[config.mk]
export PLATFORM = sky130hd
export DESIGN_NAME = nand_ptr_front
export DESIGN_NICKNAME = d
export VERILOG_FILES = /design/src/rtl/nand_fe_pkg.sv /design/src/rtl/nand_strobe_sync.sv /design/src/rtl/nand_cmd_decode.sv /design/src/rtl/nand_col_seq.sv /design/src/rtl/nand_ptr_front.sv
export SDC_FILE = /design/constraint.sdc
export NUM_CORES = 1
export LEC_CHECK = 0
export ABC_AREA = 1
export ABC_CLOCK_PERIOD_IN_PS = 2350
export BUFFER_PORTS_ARGS = -buffer_cell sky130_fd_sc_hd__buf_2
export CORE_MARGIN = 1
export CORE_UTILIZATION = 40
export DETAILED_ROUTE_END_ITERATION = 8
export PLACE_DENSITY_LB_ADDON = 0.3
export SLEW_MARGIN = 30
export SYNTH_ARGS = -nofsm -noshare
export SYNTH_HDL_FRONTEND = slang
export SYNTH_SLANG_ARGS = --single-unit
[constraint.sdc]
create_clock -name clk -period 2.35 [get_ports clk]
set_input_delay 0.705 -clock clk [delete_from_list [all_inputs] [get_ports clk]]
set_output_delay 0.705 -clock clk [all_outputs]
set_load 0.005 [all_outputs]
[src/rtl/nand_fe_pkg.sv]
package nand_fe_pkg;

   typedef enum logic [1:0] {
      RGN_LO    = 2'd0,
      RGN_HI    = 2'd1,
      RGN_SPARE = 2'd2
   } region_e;

   typedef enum logic [1:0] {
      CYC_NONE = 2'd0,
      CYC_CMD  = 2'd1,
      CYC_ADDR = 2'd2,
      CYC_DATA = 2'd3
   } cyc_e;

   localparam logic [7:0] OP_PTR_LO    = 8'h00;
   localparam logic [7:0] OP_PTR_HI    = 8'h01;
   localparam logic [7:0] OP_PTR_SPARE = 8'h50;
   localparam logic [7:0] OP_ABORT     = 8'hFF;

   // Stand-in page store: a byte folded out of row and column.
   function automatic logic [7:0] page_byte(input logic [23:0] r, input logic [15:0] c);
      return r[7:0] ^ r[15:8] ^ r[23:16] ^ c[7:0] ^ c[15:8];
   endfunction

endpackage

[src/rtl/nand_strobe_sync.sv]
module nand_strobe_sync
   import nand_fe_pkg::*;
(
   input  logic       clk,
   input  logic       rst_n,
   input  logic       cle,
   input  logic       ale,
   input  logic       we_n,
   input  logic       re_n,
   input  logic [7:0] io_in,
   output cyc_e       cyc,
   output logic [7:0] lat_byte,
   output logic       re_rise
);
   logic we_q, re_q;

   always_ff @(posedge clk or negedge rst_n) begin
      if (!rst_n) begin
         we_q     <= 1'b1;
         re_q     <= 1'b1;
         cyc      <= CYC_NONE;
         lat_byte <= '0;
         re_rise  <= 1'b0;
      end else begin
         we_q    <= we_n;
         re_q    <= re_n;
         re_rise <= re_n & ~re_q;
         if (we_n && !we_q) begin
            lat_byte <= io_in;
            cyc      <= cle ? CYC_CMD : (ale ? CYC_ADDR : CYC_DATA);
         end else begin
            cyc <= CYC_NONE;
         end
      end
   end

   assert_one_kind_R3: assert property (@(posedge clk) disable iff (!rst_n)
      (cyc != CYC_NONE) |=> (cyc == CYC_NONE));

endmodule

[src/rtl/nand_cmd_decode.sv]
module nand_cmd_decode
   import nand_fe_pkg::*;
#(
   parameter int ROW_BITS    = 18,
   parameter int SPARE_BYTES = 16,
   localparam int HALF_BYTES = 256,
   localparam int MAIN_BYTES = 2 * HALF_BYTES,
   localparam int PAGE_BYTES = MAIN_BYTES + SPARE_BYTES,
   localparam int COL_W      = $clog2(PAGE_BYTES),
   localparam int SPARE_W    = $clog2(SPARE_BYTES)
)(
   input  logic                clk,
   input  logic                rst_n,
   input  cyc_e                cyc,
   input  logic [7:0]          lat_byte,
   input  logic                re_rise,
   input  logic                busy,
   output logic                start_fetch,
   output logic [COL_W-1:0]    start_col,
   output logic [ROW_BITS-1:0] start_row,
   output logic                start_spare,
   output logic                abort
);
   region_e     ptr;
   logic [2:0]  addr_cnt, idx;
   logic        seq_open;
   logic [7:0]  off_q;
   logic [15:0] row_acc;
   logic [COL_W-1:0] base_col;

   always_comb idx = seq_open ? addr_cnt : 3'd0;

   always_comb begin
      case (ptr)
         RGN_HI:    base_col = COL_W'(HALF_BYTES) + COL_W'(off_q);
         RGN_SPARE: base_col = COL_W'(MAIN_BYTES) + COL_W'(off_q[SPARE_W-1:0]);
         default:   base_col = COL_W'(off_q);
      endcase
   end

   always_ff @(posedge clk or negedge rst_n) begin
      if (!rst_n) begin
         ptr         <= RGN_LO;
         addr_cnt    <= '0;
         seq_open    <= 1'b0;
         off_q       <= '0;
         row_acc     <= '0;
         start_fetch <= 1'b0;
         start_col   <= '0;
         start_row   <= '0;
         start_spare <= 1'b0;
         abort       <= 1'b0;
      end else begin
         start_fetch <= 1'b0;
         abort       <= 1'b0;
         case (cyc)
            CYC_CMD: begin
               seq_open <= 1'b0;
               if (lat_byte == OP_ABORT) begin
                  ptr   <= RGN_LO;
                  abort <= 1'b1;
               end else if (!busy) begin
                  if (lat_byte == OP_PTR_LO)    ptr <= RGN_LO;
                  if (lat_byte == OP_PTR_HI)    ptr <= RGN_HI;
                  if (lat_byte == OP_PTR_SPARE) ptr <= RGN_SPARE;
               end
            end
            CYC_ADDR: if (!busy) begin
               seq_open <= 1'b1;
               if (idx < 3'd4) addr_cnt <= idx + 3'd1;
               case (idx)
                  3'd0: off_q          <= lat_byte;
                  3'd1: row_acc[7:0]   <= lat_byte;
                  3'd2: row_acc[15:8]  <= lat_byte;
                  3'd3: begin
                     start_fetch <= 1'b1;
                     start_row   <= {lat_byte[ROW_BITS-17:0], row_acc};
                     start_col   <= base_col;
                     start_spare <= (ptr == RGN_SPARE);
                     if (ptr == RGN_HI) ptr <= RGN_LO;
                  end
                  default: ;
               endcase
            end
            CYC_DATA: seq_open <= 1'b0;
            default:  if (re_rise) seq_open <= 1'b0;
         endcase
      end
   end

   assert_abort_home_R10: assert property (@(posedge clk) disable iff (!rst_n)
      (cyc == CYC_CMD && lat_byte == OP_ABORT) |=> (ptr == RGN_LO && abort));

   assert_fetch_pulse_R3: assert property (@(posedge clk) disable iff (!rst_n)
      start_fetch |=> !start_fetch);

endmodule

[src/rtl/nand_col_seq.sv]
module nand_col_seq #(
   parameter int ROW_BITS    = 18,
   parameter int PAGE_BYTES  = 528,
   parameter int SPARE_START = 512,
   parameter int READ_CYCLES = 6250,
   parameter int RST_CYCLES  = 1500,
   localparam int COL_W      = $clog2(PAGE_BYTES),
   localparam int T_MAX      = (READ_CYCLES > RST_CYCLES) ? READ_CYCLES : RST_CYCLES,
   localparam int TW         = $clog2(T_MAX + 1)
)(
   input  logic                clk,
   input  logic                rst_n,
   input  logic                start_fetch,
   input  logic [COL_W-1:0]    start_col,
   input  logic [ROW_BITS-1:0] start_row,
   input  logic                start_spare,
   input  logic                abort,
   input  logic                re_rise,
   output logic [COL_W-1:0]    col,
   output logic [ROW_BITS-1:0] row,
   output logic                busy,
   output logic                active
);
   localparam logic [COL_W-1:0] LAST_COL = COL_W'(PAGE_BYTES - 1);

   logic [TW-1:0] timer;
   logic          spare_q;

   always_comb busy = (timer != '0);

   always_ff @(posedge clk or negedge rst_n) begin
      if (!rst_n) begin
         timer   <= '0;
         col     <= '0;
         row     <= '0;
         active  <= 1'b0;
         spare_q <= 1'b0;
      end else if (abort) begin
         active <= 1'b0;
         timer  <= TW'(RST_CYCLES);
      end else if (start_fetch) begin
         col     <= start_col;
         row     <= start_row;
         spare_q <= start_spare;
         active  <= 1'b1;
         timer   <= TW'(READ_CYCLES);
      end else if (busy) begin
         timer <= timer - 1'b1;
      end else if (re_rise && active) begin
         if (col == LAST_COL) begin
            col   <= spare_q ? COL_W'(SPARE_START) : '0;
            row   <= row + 1'b1;
            timer <= TW'(READ_CYCLES);
         end else begin
            col <= col + 1'b1;
         end
      end
   end

   assert_col_range_R1: assert property (@(posedge clk) disable iff (!rst_n)
      col <= LAST_COL);

   assert_busy_freeze_R8: assert property (@(posedge clk) disable iff (!rst_n)
      busy |=> $stable(col));

   assert_fetch_busy_R7: assert property (@(posedge clk) disable iff (!rst_n)
      (start_fetch && !abort) |=> busy);

   assert_wrap_base_R5: assert property (@(posedge clk) disable iff (!rst_n)
      (re_rise && active && !busy && !abort && !start_fetch && col == LAST_COL)
      |=> (busy && row == $past(row) + 1'b1 &&
           (col == '0 || (spare_q && col == COL_W'(SPARE_START)))));

endmodule

[src/rtl/nand_ptr_front.sv]
module nand_ptr_front
   import nand_fe_pkg::*;
#(
   parameter int ROW_BITS    = 18,
   parameter int SPARE_BYTES = 16,
   parameter int READ_CYCLES = 6250,
   parameter int RST_CYCLES  = 1500,
   parameter bit OUT_REG     = 1'b1
)(
   input  logic       clk,
   input  logic       rst_n,
   input  logic       cle,
   input  logic       ale,
   input  logic       we_n,
   input  logic       re_n,
   input  logic [7:0] io_in,
   output logic [7:0] io_out,
   output logic       io_oe,
   output logic       rdy
);
   localparam int MAIN_BYTES = 512;
   localparam int PAGE_BYTES = MAIN_BYTES + SPARE_BYTES;
   localparam int COL_W      = $clog2(PAGE_BYTES);

   if (ROW_BITS < 17 || ROW_BITS > 24) begin : g_bad_row
      $error("ROW_BITS must lie in 17..24");
   end
   if (SPARE_BYTES < 2 || SPARE_BYTES > 256 || (SPARE_BYTES & (SPARE_BYTES - 1)) != 0) begin : g_bad_spare
      $error("SPARE_BYTES must be a power of two in 2..256");
   end
   if (READ_CYCLES < 1 || RST_CYCLES < 1) begin : g_bad_time
      $error("READ_CYCLES and RST_CYCLES must be at least 1");
   end

   cyc_e                cyc;
   logic [7:0]          lat_byte;
   logic                re_rise, busy, active;
   logic                start_fetch, start_spare, abort;
   logic [COL_W-1:0]    start_col, col;
   logic [ROW_BITS-1:0] start_row, row;
   logic [7:0]          cell_byte;

   nand_strobe_sync i_sync (
      .clk, .rst_n, .cle, .ale, .we_n, .re_n, .io_in,
      .cyc, .lat_byte, .re_rise
   );

   nand_cmd_decode #(.ROW_BITS(ROW_BITS), .SPARE_BYTES(SPARE_BYTES)) i_dec (
      .clk, .rst_n, .cyc, .lat_byte, .re_rise, .busy,
      .start_fetch, .start_col, .start_row, .start_spare, .abort
   );

   nand_col_seq #(
      .ROW_BITS(ROW_BITS), .PAGE_BYTES(PAGE_BYTES), .SPARE_START(MAIN_BYTES),
      .READ_CYCLES(READ_CYCLES), .RST_CYCLES(RST_CYCLES)
   ) i_seq (
      .clk, .rst_n, .start_fetch, .start_col, .start_row, .start_spare,
      .abort, .re_rise, .col, .row, .busy, .active
   );

   always_comb cell_byte = page_byte(24'(row), 16'(col));

   if (OUT_REG) begin : g_out_reg
      always_ff @(posedge clk or negedge rst_n) begin
         if (!rst_n) io_out <= '0;
         else        io_out <= cell_byte;
      end
   end else begin : g_out_comb
      always_comb io_out = cell_byte;
   end

   always_comb begin
      rdy   = !busy;
      io_oe = active && !busy && !re_n;
   end

   assert_quiet_abort_R10: assert property (@(posedge clk) disable iff (!rst_n)
      abort |=> !io_oe);

endmodule

Word level (Yosys, flattened, before mapping)
Index checks and enable logic that the tools add are counted.
- register bits: 125
- input bits: 14
- output and inout bits: 10
- add/sub/neg operators: 6
- $lt $le $gt $ge: 1
- equality and inequality tests: 18
- muxes and demuxes: 38
- bitwise operators: 8
- reduce and logical (&&, ||, !) cells: 29
- operators by type and width (kind ; number):
    $mux W18 ; 4
    $mux W13 ; 5
    $mux W10 ; 5
    $mux W2 ; 10
    $pmux W10 S2 ; 1
    $add A18 B1 Y18 const B ; 1
    $reduce_and A3 Y1 ; 6
    $xor A8 B2 Y8 ; 2
    $xor A8 B8 Y8 ; 2
    $reduce_bool A13 Y1 ; 1
    $sub A13 B1 Y13 const B ; 1
    $add A10 B1 Y10 const B ; 1
    $add A10 B4 Y10 const A ; 1
    $add A9 B8 Y10 const A ; 1
    $eq A10 B10 Y1 const B ; 1
    $mux W1 ; 10
    $eq A8 B1 Y1 const B ; 1
    $eq A8 B7 Y1 const B ; 1
    $eq A8 B8 Y1 const B ; 1
    $logic_not A8 Y1 ; 1
    $reduce_bool A2 Y1 ; 4
    $reduce_bool A4 Y1 ; 2
    $eq A2 B2 Y1 const B ; 3
    $eq A3 B2 Y1 const B ; 2
    21 further kinds ; 33

Logic depth before layout (Yosys ltp)
Gate-level depths: netlist of the first run.
- depth after elaboration: 7
- depth in mapped cells: 11
- depth with buffers taken out: 11

Cells and area by module
From an unflattened synthesis of the first run, not the netlist that was laid out.
- cells, all modules: 822
- area total of the unflattened synthesis: 6359.8 µm²
- modules (own cells, without submodules) (module ; instances ; cells each ; area an instance (µm²) ; seq. area each (µm²)):
    nand_col_seq ; 1 ; 453 ; 2927.8 ; 1076.0
    nand_cmd_decode ; 1 ; 272 ; 2489.9 ; 1501.4
    nand_strobe_sync ; 1 ; 46 ; 500.5 ; 327.8
    nand_ptr_front ; 1 ; 51 ; 441.7 ; 200.2

Least setup slack after synthesis of the first run
OpenSTA, ideal clock, no wires.
- path kind: register -> output
- start: register i_seq.timer[6]
- end: output port io_oe
- arrival time: 1.006 ns
- slack: 0.639 ns
- stages on the path, launching flop included: 4
- buffers on the path: 0
- cells stage by stage: dfrtp_1 -> nor2_2 -> nand4_1 -> nor4_1
- word-level cells in the longest chain between the ends: 4
- ends and longest elaborated chain (what ; RTL line ; source):
    start, declared ; nand_col_seq.sv:26 ; logic [TW-1:0] timer;
    start signal, assigned ; nand_col_seq.sv:40 ; timer <= TW'(RST_CYCLES);
    start signal, assigned ; nand_col_seq.sv:46 ; timer <= TW'(READ_CYCLES);
    start signal, assigned ; nand_col_seq.sv:48 ; timer <= timer - 1'b1;
    $reduce_bool A13 Y1 ; nand_col_seq.sv:29 ; always_comb busy = (timer != '0);
    $logic_not A1 Y1 ; -- ;
    $logic_and A1 B1 Y1 (2 in a row) ; nand_ptr_front.sv:74 ; io_oe = active && !busy && !re_n;
    end, declared ; nand_ptr_front.sv:18 ; output logic io_oe,
No other way between the ends.

Worst setup path after layout of the first run
- start: register i_seq.timer[9]
- end: output port io_oe
Same word-level chain as after synthesis.

==> qor.csv, run 1 <==
metric,value,unit
placed insts,987,
FILL cells,1523,
startpoint types,flop,
Core Footprint,0.01520,mm^2
Die H,126.8,um
routed wire length,13.54,mm
Num Clock Sinks,124,
Leak,3.562,nW
die area,0.01608,mm^2
n_diodes,0,
# hold bufs at CTS,0,
buffers and inverters on the worst path,1,
worst path cell trace,nor2_2 -> nand4_1 -> nor4_1 -> buf_2,
Starting Density,40.98,%
Die Span X,126.8,um
Non-Filler Instances,1022,
Total Nets Final,846,
Placer Congestion,0.9233,
Rows,45,
clock transition at the registers of the reported paths,60,ps
Commonest cells post-synth,"284 x nand2_1, 122 x dfrtp_1, 72 x nor2_1",
CP peak stage delay,420,ps
synthesis-to-layout area growth,14.56,%
Routed Antenna Nets,0,
RSZ-0062 raised after global routing,true,
Sw Share,27.12,%
Port-buffer cells,23,
"area leader, netlist",dfrtp_1,
1st-iter DRT viols,449,
Synth warnings,0,
syn_area_per_cell,7.906,um^2
fin crit share,97.22,%
CP top delay family,simple AND/OR/NAND/NOR gates,
# IOs,24,
Mapped Area,0.006230,mm^2
routed len/inst,13.25,um
share of layout cells above drive strength 1,11.51,%
Setup Crit Path Kind,flop to output pin,
Synth Net Count,813,
Max-Cap Viols,0,
Worst Path Arrival,1580,ps
"Slew Viols, Final",0,
Via Count,4978,
Final Hold Viols,0,
drt drc,0,
combinational share of power,11.0,%
critical-path maximum fanout,5,
CP max-delay cell,dfrtp_1,
synth top area cells,"dfrtp_1 49%, nand2_1 17%, nor2_1 4.3%",
pre-CTS setup slack,399.7,ps
Num CTS Buffers,17,
fin crit period,2285,ps
PwrDens,775.1,mW/mm^2
NetSw,1.500,mW
Total GRT Usage,18.37,%
Main synth FF type,dfrtp_1,
Overflow after GRT,0,
fraction of synthesis flops using an asynchronous set or reset pin,100.0,%
number of global-route vias before repair,4588,
sequential fraction of the synthesis area,49.85,%
detailed placement HPWL,9.301,mm
H-tree levels,4,
critical path required time,1640,ps
"Distinct cells, synth",35,
Clock Latency Late Sink,420,ps
most common cell in the netlist,nand2_1,
VDD IR max,646.9,uV
outcome,completed,
Highest Clock Rate,0.4377,GHz
first-pass GRT wire length,22.91,mm
Int Power,4.032,mW
initial antenna violation count,0,
power share of the clock group,45.2,%
top-area cell type share of the netlist area,49.01,%
"EDFF count, synth",0,
Post-Synthesis Cells,788,
drt pass-1 iters,4,
Final Setup Violations,0,
Hold Crit Class,input pin to asynchronous set/reset pin,
CTS tree,built,
CTS Buffer Depth,2,
critical path capture point type,output pin,
Via density,4.871,
Worst Tran Pin Value,513.6,ps
slew margin rel.,65.68,%
clock root cell,clkbuf_16,
Seq cells post-synth,124,
Clock Skew,8.233,ps
worst setup margin,65.24,ps
Seq pwr share,43.8,%
largest net degree at the start of global routing,65,
kinds of logic (layout without fill, tap and decap cells):
logic type / after synthesis / in the layout / share of synthesized area, %
AND/OR/NAND/NOR: 431 / 431 / 29.00
flip-flops: 124 / 124 / 49.85
AO/OA/AOI/OAI: 102 / 102 / 8.335
buffers and inverters: 88 / 134 / 6.105
XOR/XNOR: 32 / 32 / 4.499
adder cells (fa/ha/maj): 11 / 11 / 2.209
timing repair:
item,in CTS,in global routing
buffers inserted,1,2
cloned,0,0
endpoints found under the setup margin,1,2
pin swaps,1,3
gates resized for setup,0,5
through the flow:
stage / total power, mW / util (%) / setup TNS, ps / cell area, um^2 / hold WS [ps]
finish: 5.532 / 46.95 / 0 / 7137 / 163.7
CTS: 5.548 / 46.77 / 0 / 7111 / 164.1
global route: 5.808 / 46.95 / -47.00 / 7137 / 178.6
floorplan: 2.838 / - / 0 / 6230 / 409.4
detailed placement: 3.025 / 42.97 / 0 / 6533 / 456.3
global placement: 3.017 / 42.97 / 0 / 6533 / 451.0
layout by cell type, fill, tap and decap left out, types with 3 or more instances in the layout:
cell type	n
xor2_1	20
a21oi_1	20
nand2_2	4
or2_2	4
clkbuf_16	17
dfrtp_1	121
clkinv_2	4
nand4_1	9
nand3_1	34
nor3_1	6
o21ai_0	48
clkinv_4	3
buf_4	11
xnor2_1	12
buf_2	22
nor2_2	8
o21ai_1	30
inv_1	63
clkinvlp_4	4
ha_1	10
nand2_1	284
nor2_1	71
sequential cells by signal (all words and copies together), names as in the netlist:
name and cells:
i_dec.row_acc 16, i_seq.active 1, i_dec.start_row 18, i_dec.start_col 9, i_seq.spare_q 1, i_seq.timer 13
i_sync.re_rise 1, i_dec.off_q 8, i_seq.row 18, i_dec.start_spare 1, i_dec.addr_cnt 3, i_sync.re_q 1
i_sync.lat_byte 8, i_dec.start_fetch 1, i_sync.cyc 2, io_out 8, i_sync.we_q 1, i_seq.col 10
i_dec.abort 1, i_dec.seq_open 1, i_dec.ptr 2
cell type report:
type / count / area, um^2 / area share [%]
inverter: 68 / 257.7 / 3.612
timing repair buffer: 34 / 212.7 / 2.980
clock inverter: 12 / 113.9 / 1.595
tap: 188 / 235.2 / 3.296
multi-input combinational: 576 / 2754 / 38.59
clock buffer: 20 / 456.7 / 6.399
sequential: 124 / 3107 / 43.53
per-layer routing:
metal	up-vias	share of wire [%]	GRT usage [%]
met5	-	0	0
met4	0	1.7	7.843
met3	17	3.1	3.838
met2	82	43	26.52
met1	2317	52	26.65
li1	2562	-	-
worst paths after layout:
kind / start / endpoint / slack (ps) / cells past startpoint
worst min register to register: i_dec.row_acc[10]$_DFFE_PN0P_ / i_dec.start_row[10]$_DFFE_PN0P_ / 460 / 2
max in group asynchronous: rst_n / i_dec.row_acc[10]$_DFFE_PN0P_ / 1520 / 2
worst max-delay path: i_seq.timer[9]$_DFFE_PN0P_ / io_oe / 70 / 4
min in group clk: we_n / i_sync.we_q$_DFF_PN1_ / 390 / 1
worst min-delay path: rst_n / io_out[7]$_DFF_PN0_ / 160 / 1
worst max register to register: i_seq.timer[1]$_DFFE_PN0P_ / i_seq.row[15]$_DFFE_PN0P_ / 420 / 10
power by group through the flow:
stage / Sequential [mW] / Combinational [mW] / Clock [mW]
after floorplan: 2.42 / 0.418 / 0
final: 2.42 / 0.607 / 2.50
after detailed placement: 2.45 / 0.577 / 0
after CTS: 2.41 / 0.588 / 2.55
after global routing: 2.44 / 0.712 / 2.65
after global placement: 2.44 / 0.575 / 0
Note: power is estimated with default switching activity, not from simulation.
==> run 2, diff against run 1 <==
--- a/config.mk
+++ b/config.mk
@@ -8,10 +8,11 @@
 export ABC_AREA = 1
 export ABC_CLOCK_PERIOD_IN_PS = 2350
 export BUFFER_PORTS_ARGS = -buffer_cell sky130_fd_sc_hd__buf_2
+export CAP_MARGIN = 40
 export CORE_MARGIN = 1
 export CORE_UTILIZATION = 40
 export DETAILED_ROUTE_END_ITERATION = 8
-export PLACE_DENSITY_LB_ADDON = 0.3
+export PLACE_DENSITY = 0.66
 export SLEW_MARGIN = 30
 export SYNTH_ARGS = -nofsm -noshare
 export SYNTH_HDL_FRONTEND = slang
==> run 2 against run 1 <==
  * Final area up 1.1%
  * Maximum frequency down 0.93%
  * Sequential share of layout area down 0.47 points
  * Final cell count up 0.39%
  * Clock skew up 1.2 ps
  * Clock power up 2%
  * Largest cell class unchanged
  * Register-to-register slack worse by 20 ps
  * Count of clock-buffer cells in the layout up 4
  * Worst setup slack worse by 21 ps
  * Total power up 3.6%
==> qor.csv, run 2 (synthesis results as in run 1) <==
metric,value,unit,change
drt pass-1 iters,5,,+1
Worst Path Arrival,1600,ps,+20 ps
RSZ-0062 raised after global routing,true,,
critical path capture point type,output pin,,
CTS Buffer Depth,2,,unchanged
Highest Clock Rate,0.4336,GHz,-0.93%
Routed Antenna Nets,0,,unchanged
Max-Cap Viols,0,,unchanged
# hold bufs at CTS,0,,unchanged
hold_ws,97.98,ps,-65.76 ps
Port-buffer cells,23,,unchanged
CP top delay family,simple AND/OR/NAND/NOR gates,,
critical path launch point,i_seq.timer[0]$_DFFE_PN0P_,,
Die H,126.8,um,unchanged
Layout Utilization,47.47,%,+0.53 points
1st-iter DRT viols,471,,+4.9%
CP peak stage delay,380,ps,-40 ps
first-pass GRT wire length,23.31,mm,+1.7%
critical-path maximum fanout,3,,-2
Leak,3.608,nW,+1.3%
R2R depth,8,,-2
FF-to-FF End,i_seq.row[7]$_DFFE_PN0P_,,
fin crit period,2306,ps,+21.35 ps
Die Span X,126.8,um,unchanged
Hold Crit Class,input pin to asynchronous set/reset pin,,
"commonest non-fill, non-tap cells in the layout","284 x nand2_1, 120 x dfrtp_1, 71 x nor2_1",,
critical path required time,1640,ps,about the same
worst path cell trace,inv_2 -> ha_4 -> nand4_1 -> nor4_1 -> buf_2,,
placed cell areas,0.006545,mm^2,+0.19%
clock transition at the registers of the reported paths,50,ps,about the same
Via density,4.963,,+1.9%
Total Nets Final,851,,+0.59%
synthesis-to-layout area growth,15.85,%,
# IOs,24,,unchanged
reg2reg setup slack,400,ps,-20 ps
reg2reg start,i_seq.col[1]$_DFFE_PN0P_,,
number of global-route vias before repair,4655,,+1.5%
"commonest non-fill, non-tap cell in the layout",nand2_1,,
Clock Latency Late Sink,420,ps,about the same
startpoint types,flop,,
routed wire length,13.78,mm,+1.7%
routed len/inst,13.43,um,+1.3%
CTS tree,built,,
VDD IR max,534.7,uV,-17%
Crit path depth,5,,+1
Largest regs,"i_dec.start_row (18), i_seq.row (18), i_dec.row_acc (16)",,
Via Count,5092,,+2.3%
clock root cell,clkbuf_16,,
Overflow after GRT,0,,unchanged
"Slew Viols, Final",0,,unchanged
initial antenna violation count,0,,unchanged
Clock Skew,9.443,ps,+1.210 ps
Core Footprint,0.01520,mm^2,unchanged
PwrDens,794.0,mW/mm^2,+2.4%
CP max-delay cell,dfrtp_1,,
Num CTS Buffers,17,,unchanged
Worst Tran Pin Value,525.7,ps,+12.06 ps
share of layout cells above drive strength 1,11.93,%,+0.42 points
slew margin rel.,64.87,%,-0.81 points
post-route cell area,0.007217,mm^2,+1.1%
Rows,45,,unchanged
Setup Crit Path Kind,flop to output pin,,
setup_tns,0,ps,unchanged
total chip power,5.730,mW,+3.6%
buffers and inverters on the worst path,2,,+1
Starting Density,40.98,%,unchanged
crit path to,io_oe,,
detailed placement HPWL,9.525,mm,+2.4%
H-tree levels,4,,unchanged
drt drc,0,,unchanged
fin crit share,98.13,%,+0.91 points
die area,0.01608,mm^2,unchanged
largest net degree at the start of global routing,58,,-11%
Num Clock Sinks,124,,unchanged
Total GRT Usage,18.56,%,+0.19 points
Final Setup Violations,0,,unchanged
outcome,completed,,
Final Hold Viols,0,,unchanged
Placer Congestion,0.9012,,-2.4%
n_diodes,0,,unchanged
[run 2: how the worst min path moves through the flow]
stage / startpoint / endpoint / cells past startpoint
after floorplan: rst_n / i_dec.abort$_DFF_PN0_ / 0
after global placement: i_dec.row_acc[10]$_DFFE_PN0P_ / i_dec.start_row[10]$_DFFE_PN0P_ / 2
after detailed placement: i_dec.row_acc[7]$_DFFE_PN0P_ / i_dec.start_row[7]$_DFFE_PN0P_ / 2
after CTS: rst_n / i_seq.col[6]$_DFFE_PN0P_ / 1
after global routing: rst_n / i_seq.col[6]$_DFFE_PN0P_ / 1
final: rst_n / io_out[7]$_DFF_PN0_ / 1
[run 2: through the flow]
step                setup WS (ps)  std cells
floorplan                   638.7        788
global placement            449.9        987
detailed placement          411.1        987
CTS                         12.82       1019
global route               -37.98       1026
finish                      43.88       1026
[run 2: cell type report]
class	count	area (um^2)
inverter	68	257.7
sequential	124	3108
clock inverter	7	87.58
timing repair buffer	39	262.8
clock buffer	24	491.7
tap	188	235.2
multi-input combinational	576	2774
fill	1477	7985
[run 2: power breakdown]
part           internal [mW]  total, mW  switching [mW]
combinational          0.303      0.721           0.418
sequential              2.29       2.44           0.151
clock                   1.66       2.56           0.906
[run 2: timing repair]
item                       4_1_cts  5_1_grt
pin swaps                        1        4
buffers inserted                 1        7
gates resized for setup          0       10
setup endpoints to repair        1        2
[run 2: per-layer routing]
| metal | global-route usage (%) | vias up | part of all wire, % |
|---|---|---|---|
| met5 | 0 | - | 0 |
| li1 | - | 2563 | - |
| met1 | 26.13 | 2401 | 50 |
| met4 | 7.773 | 0 | 1.3 |
| met2 | 28.01 | 111 | 45 |
| met3 | 3.585 | 17 | 3.5 |
==> run 3, diff against run 2 <==
--- a/config.mk
+++ b/config.mk
@@ -10,9 +10,9 @@
 export BUFFER_PORTS_ARGS = -buffer_cell sky130_fd_sc_hd__buf_2
 export CAP_MARGIN = 40
 export CORE_MARGIN = 1
-export CORE_UTILIZATION = 40
+export CORE_UTILIZATION = 35
 export DETAILED_ROUTE_END_ITERATION = 8
-export PLACE_DENSITY = 0.66
+export PLACE_DENSITY_LB_ADDON = 0.1
 export SLEW_MARGIN = 30
 export SYNTH_ARGS = -nofsm -noshare
 export SYNTH_HDL_FRONTEND = slang
==> run 3 against run 2 <==
  * Wire length is 7.1% higher
  * Via count decreased by 2.5%
  * Worst setup slack gained 10 ps
  * Critical endpoint unchanged
  * Largest power group unchanged
==> qor.csv, run 3 (synthesis results as in run 1) <==
metric,value,unit,change
CTS Buffer Depth,2,,unchanged
VDD IR max,497.6,uV,-6.9%
Via density,4.655,,-6.2%
detailed placement HPWL,10.59,mm,+11%
H-tree levels,4,,unchanged
outcome,completed,,
Via Count,4967,,-2.5%
GR peak layer,met2,,
total chip power,5.858,mW,+2.2%
Worst Path Arrival,1590,ps,about the same
Overflow after GRT,0,,unchanged
routed wire length,14.76,mm,+7.1%
drt pass-1 iters,4,,-1
1st-iter DRT viols,334,,-29%
Leak,3.635,nW,+0.74%
Worst Tran Pin Value,518.4,ps,-7.245 ps
critical path capture point type,output pin,,
Placer Congestion,0.8368,,-7.1%
routed len/inst,13.83,um,+3.0%
Clock Skew,10.23,ps,+0.7889 ps
share of layout cells above drive strength 1,12.23,%,+0.30 points
Layout Utilization,42.17,%,-5.3 points
Global Route met3 Usage,4.190,%,+0.61 points
Final Hold Viols,0,,unchanged
CP top delay family,flip-flops,,
Num CTS Buffers,17,,unchanged
Setup Crit Path Kind,flop to output pin,,
die area,0.01834,mm^2,+14%
Total Nets Final,855,,+0.47%
Rows,48,,+6.7%
Clock Latency Late Sink,420,ps,about the same
Die Span X,135.4,um,+6.8%
Highest Clock Rate,0.4356,GHz,+0.45%
Die H,135.4,um,+6.8%
Largest regs,"i_dec.start_row (18), i_seq.row (18), i_dec.row_acc (16)",,
reg2reg setup slack,350,ps,-50 ps
Num Clock Sinks,124,,unchanged
startpoint types,flop,,
buffers and inverters on the worst path,2,,unchanged
Routed Antenna Nets,0,,unchanged
# IOs,24,,unchanged
initial antenna violation count,0,,unchanged
Core Footprint,0.01736,mm^2,+14%
RSZ-0062 raised after global routing,true,,
fin crit period,2296,ps,-10.40 ps
largest net degree at the start of global routing,37,,-36%
Final Setup Violations,0,,unchanged
clock root cell,clkbuf_16,,
fin crit share,97.69,%,-0.44 points
grt met2 use,26.41,%,-1.6 points
number of global-route vias before repair,4801,,+3.1%
critical-path maximum fanout,3,,unchanged
Port-buffer cells,23,,unchanged
synthesis-to-layout area growth,17.49,%,
CP max-delay cell,dfrtp_1,,
n_diodes,0,,unchanged
Hold Crit Class,input pin to asynchronous set/reset pin,,
CP peak stage delay,410,ps,+30 ps
placed insts,1025,,+3.9%
critical path required time,1640,ps,about the same
PwrDens,800.3,mW/mm^2,+0.79%
first-pass GRT wire length,25.18,mm,+8.0%
Non-Filler Instances,1067,,+4.0%
drt drc,0,,unchanged
"commonest non-fill, non-tap cells in the layout","284 x nand2_1, 122 x dfrtp_1, 71 x nor2_1",,
clock transition at the registers of the reported paths,50,ps,about the same
Starting Density,35.89,%,-5.1 points
Total GRT Usage,18.01,%,-0.55 points
"commonest non-fill, non-tap cell in the layout",nand2_1,,
CTS tree,built,,
hold_ws,254.2,ps,+156.3 ps
"Slew Viols, Final",0,,unchanged
Max-Cap Viols,0,,unchanged
worst path cell trace,inv_2 -> ha_4 -> nand4_1 -> nor4_2 -> buf_2,,
# hold bufs at CTS,0,,unchanged
GRT met1 Usage,25.92,%,-0.21 points
slew margin rel.,65.35,%,+0.48 points
## run 3: report_power, final
group	leakage (nW)	switching, mW	internal [mW]	total (mW)
Combinational	1.68	0.437	0.308	0.745
Sequential	1.67	0.133	2.29	2.42
Clock	0.292	0.920	1.77	2.69
Total	3.63	1.49	4.37	5.86
## run 3: path summary, 6_finish.rpt
check,start,endpoint,depth (start not counted)
min in group clk,we_n,i_sync.we_q$_DFF_PN1_,1
worst max-delay path,i_seq.timer[1]$_DFFE_PN0P_,io_oe,5
worst min-delay path,rst_n,i_seq.timer[9]$_DFFE_PN0P_,1
worst max register to register,i_seq.timer[9]$_DFFE_PN0P_,i_seq.row[7]$_DFFE_PN0P_,9
worst min register to register,i_dec.row_acc[9]$_DFFE_PN0P_,i_dec.start_row[9]$_DFFE_PN0P_,2
max in group asynchronous,rst_n,i_sync.we_q$_DFF_PN1_,2
## run 3: layout make-up
cell class | instances | area [um^2]
clock buffers | 24 | 491.7
clock inverters | 7 | 115.1
fillers | 1808 | 10040
inverters | 68 | 257.7
multi-input cells | 576 | 2775
flip-flops and latches | 124 | 3105
well taps | 225 | 281.5
repair buffers | 43 | 292.8
## run 3: worst reg2reg max path, cell delays in order (launching register included)
cell and delay, ps:
dfrtp_1 390, buf_4 150, nor2_1 90, nand2_1 100
nor2_2 240, nand2_4 160, nand2_8 140, nand3_4 230
clkinv_2 270, o21ai_0 110
## run 3: repair_timing
action | CTS | global route
pin swaps | 3 | 5
resized for setup | 1 | 7
endpoints found under the setup margin | 2 | 2
buffers inserted | 3 | 8
## run 3: routing by layer
metal / up-vias / wire length [um]
met3: 11 / 476
met1: 2315 / 7726
met5: - / 0
li1: 2577 / -
met2: 64 / 6390
met4: 0 / 163
## run 3: metrics by stage
| step | setup slack [ps] | area [um^2] | TNS [ps] |
|---|---|---|---|
| 5_1_grt | -52.73 | 7320 | -76.02 |
| 6_report | 54.28 | 7320 | 0 |
| 3_5_place_dp | 376.8 | 6599 | 0 |
| 4_1_cts | 6.318 | 7231 | 0 |
| 2_1_floorplan | 638.7 | 6230 | 0 |
| 3_3_place_gp | 433.9 | 6599 | 0 |
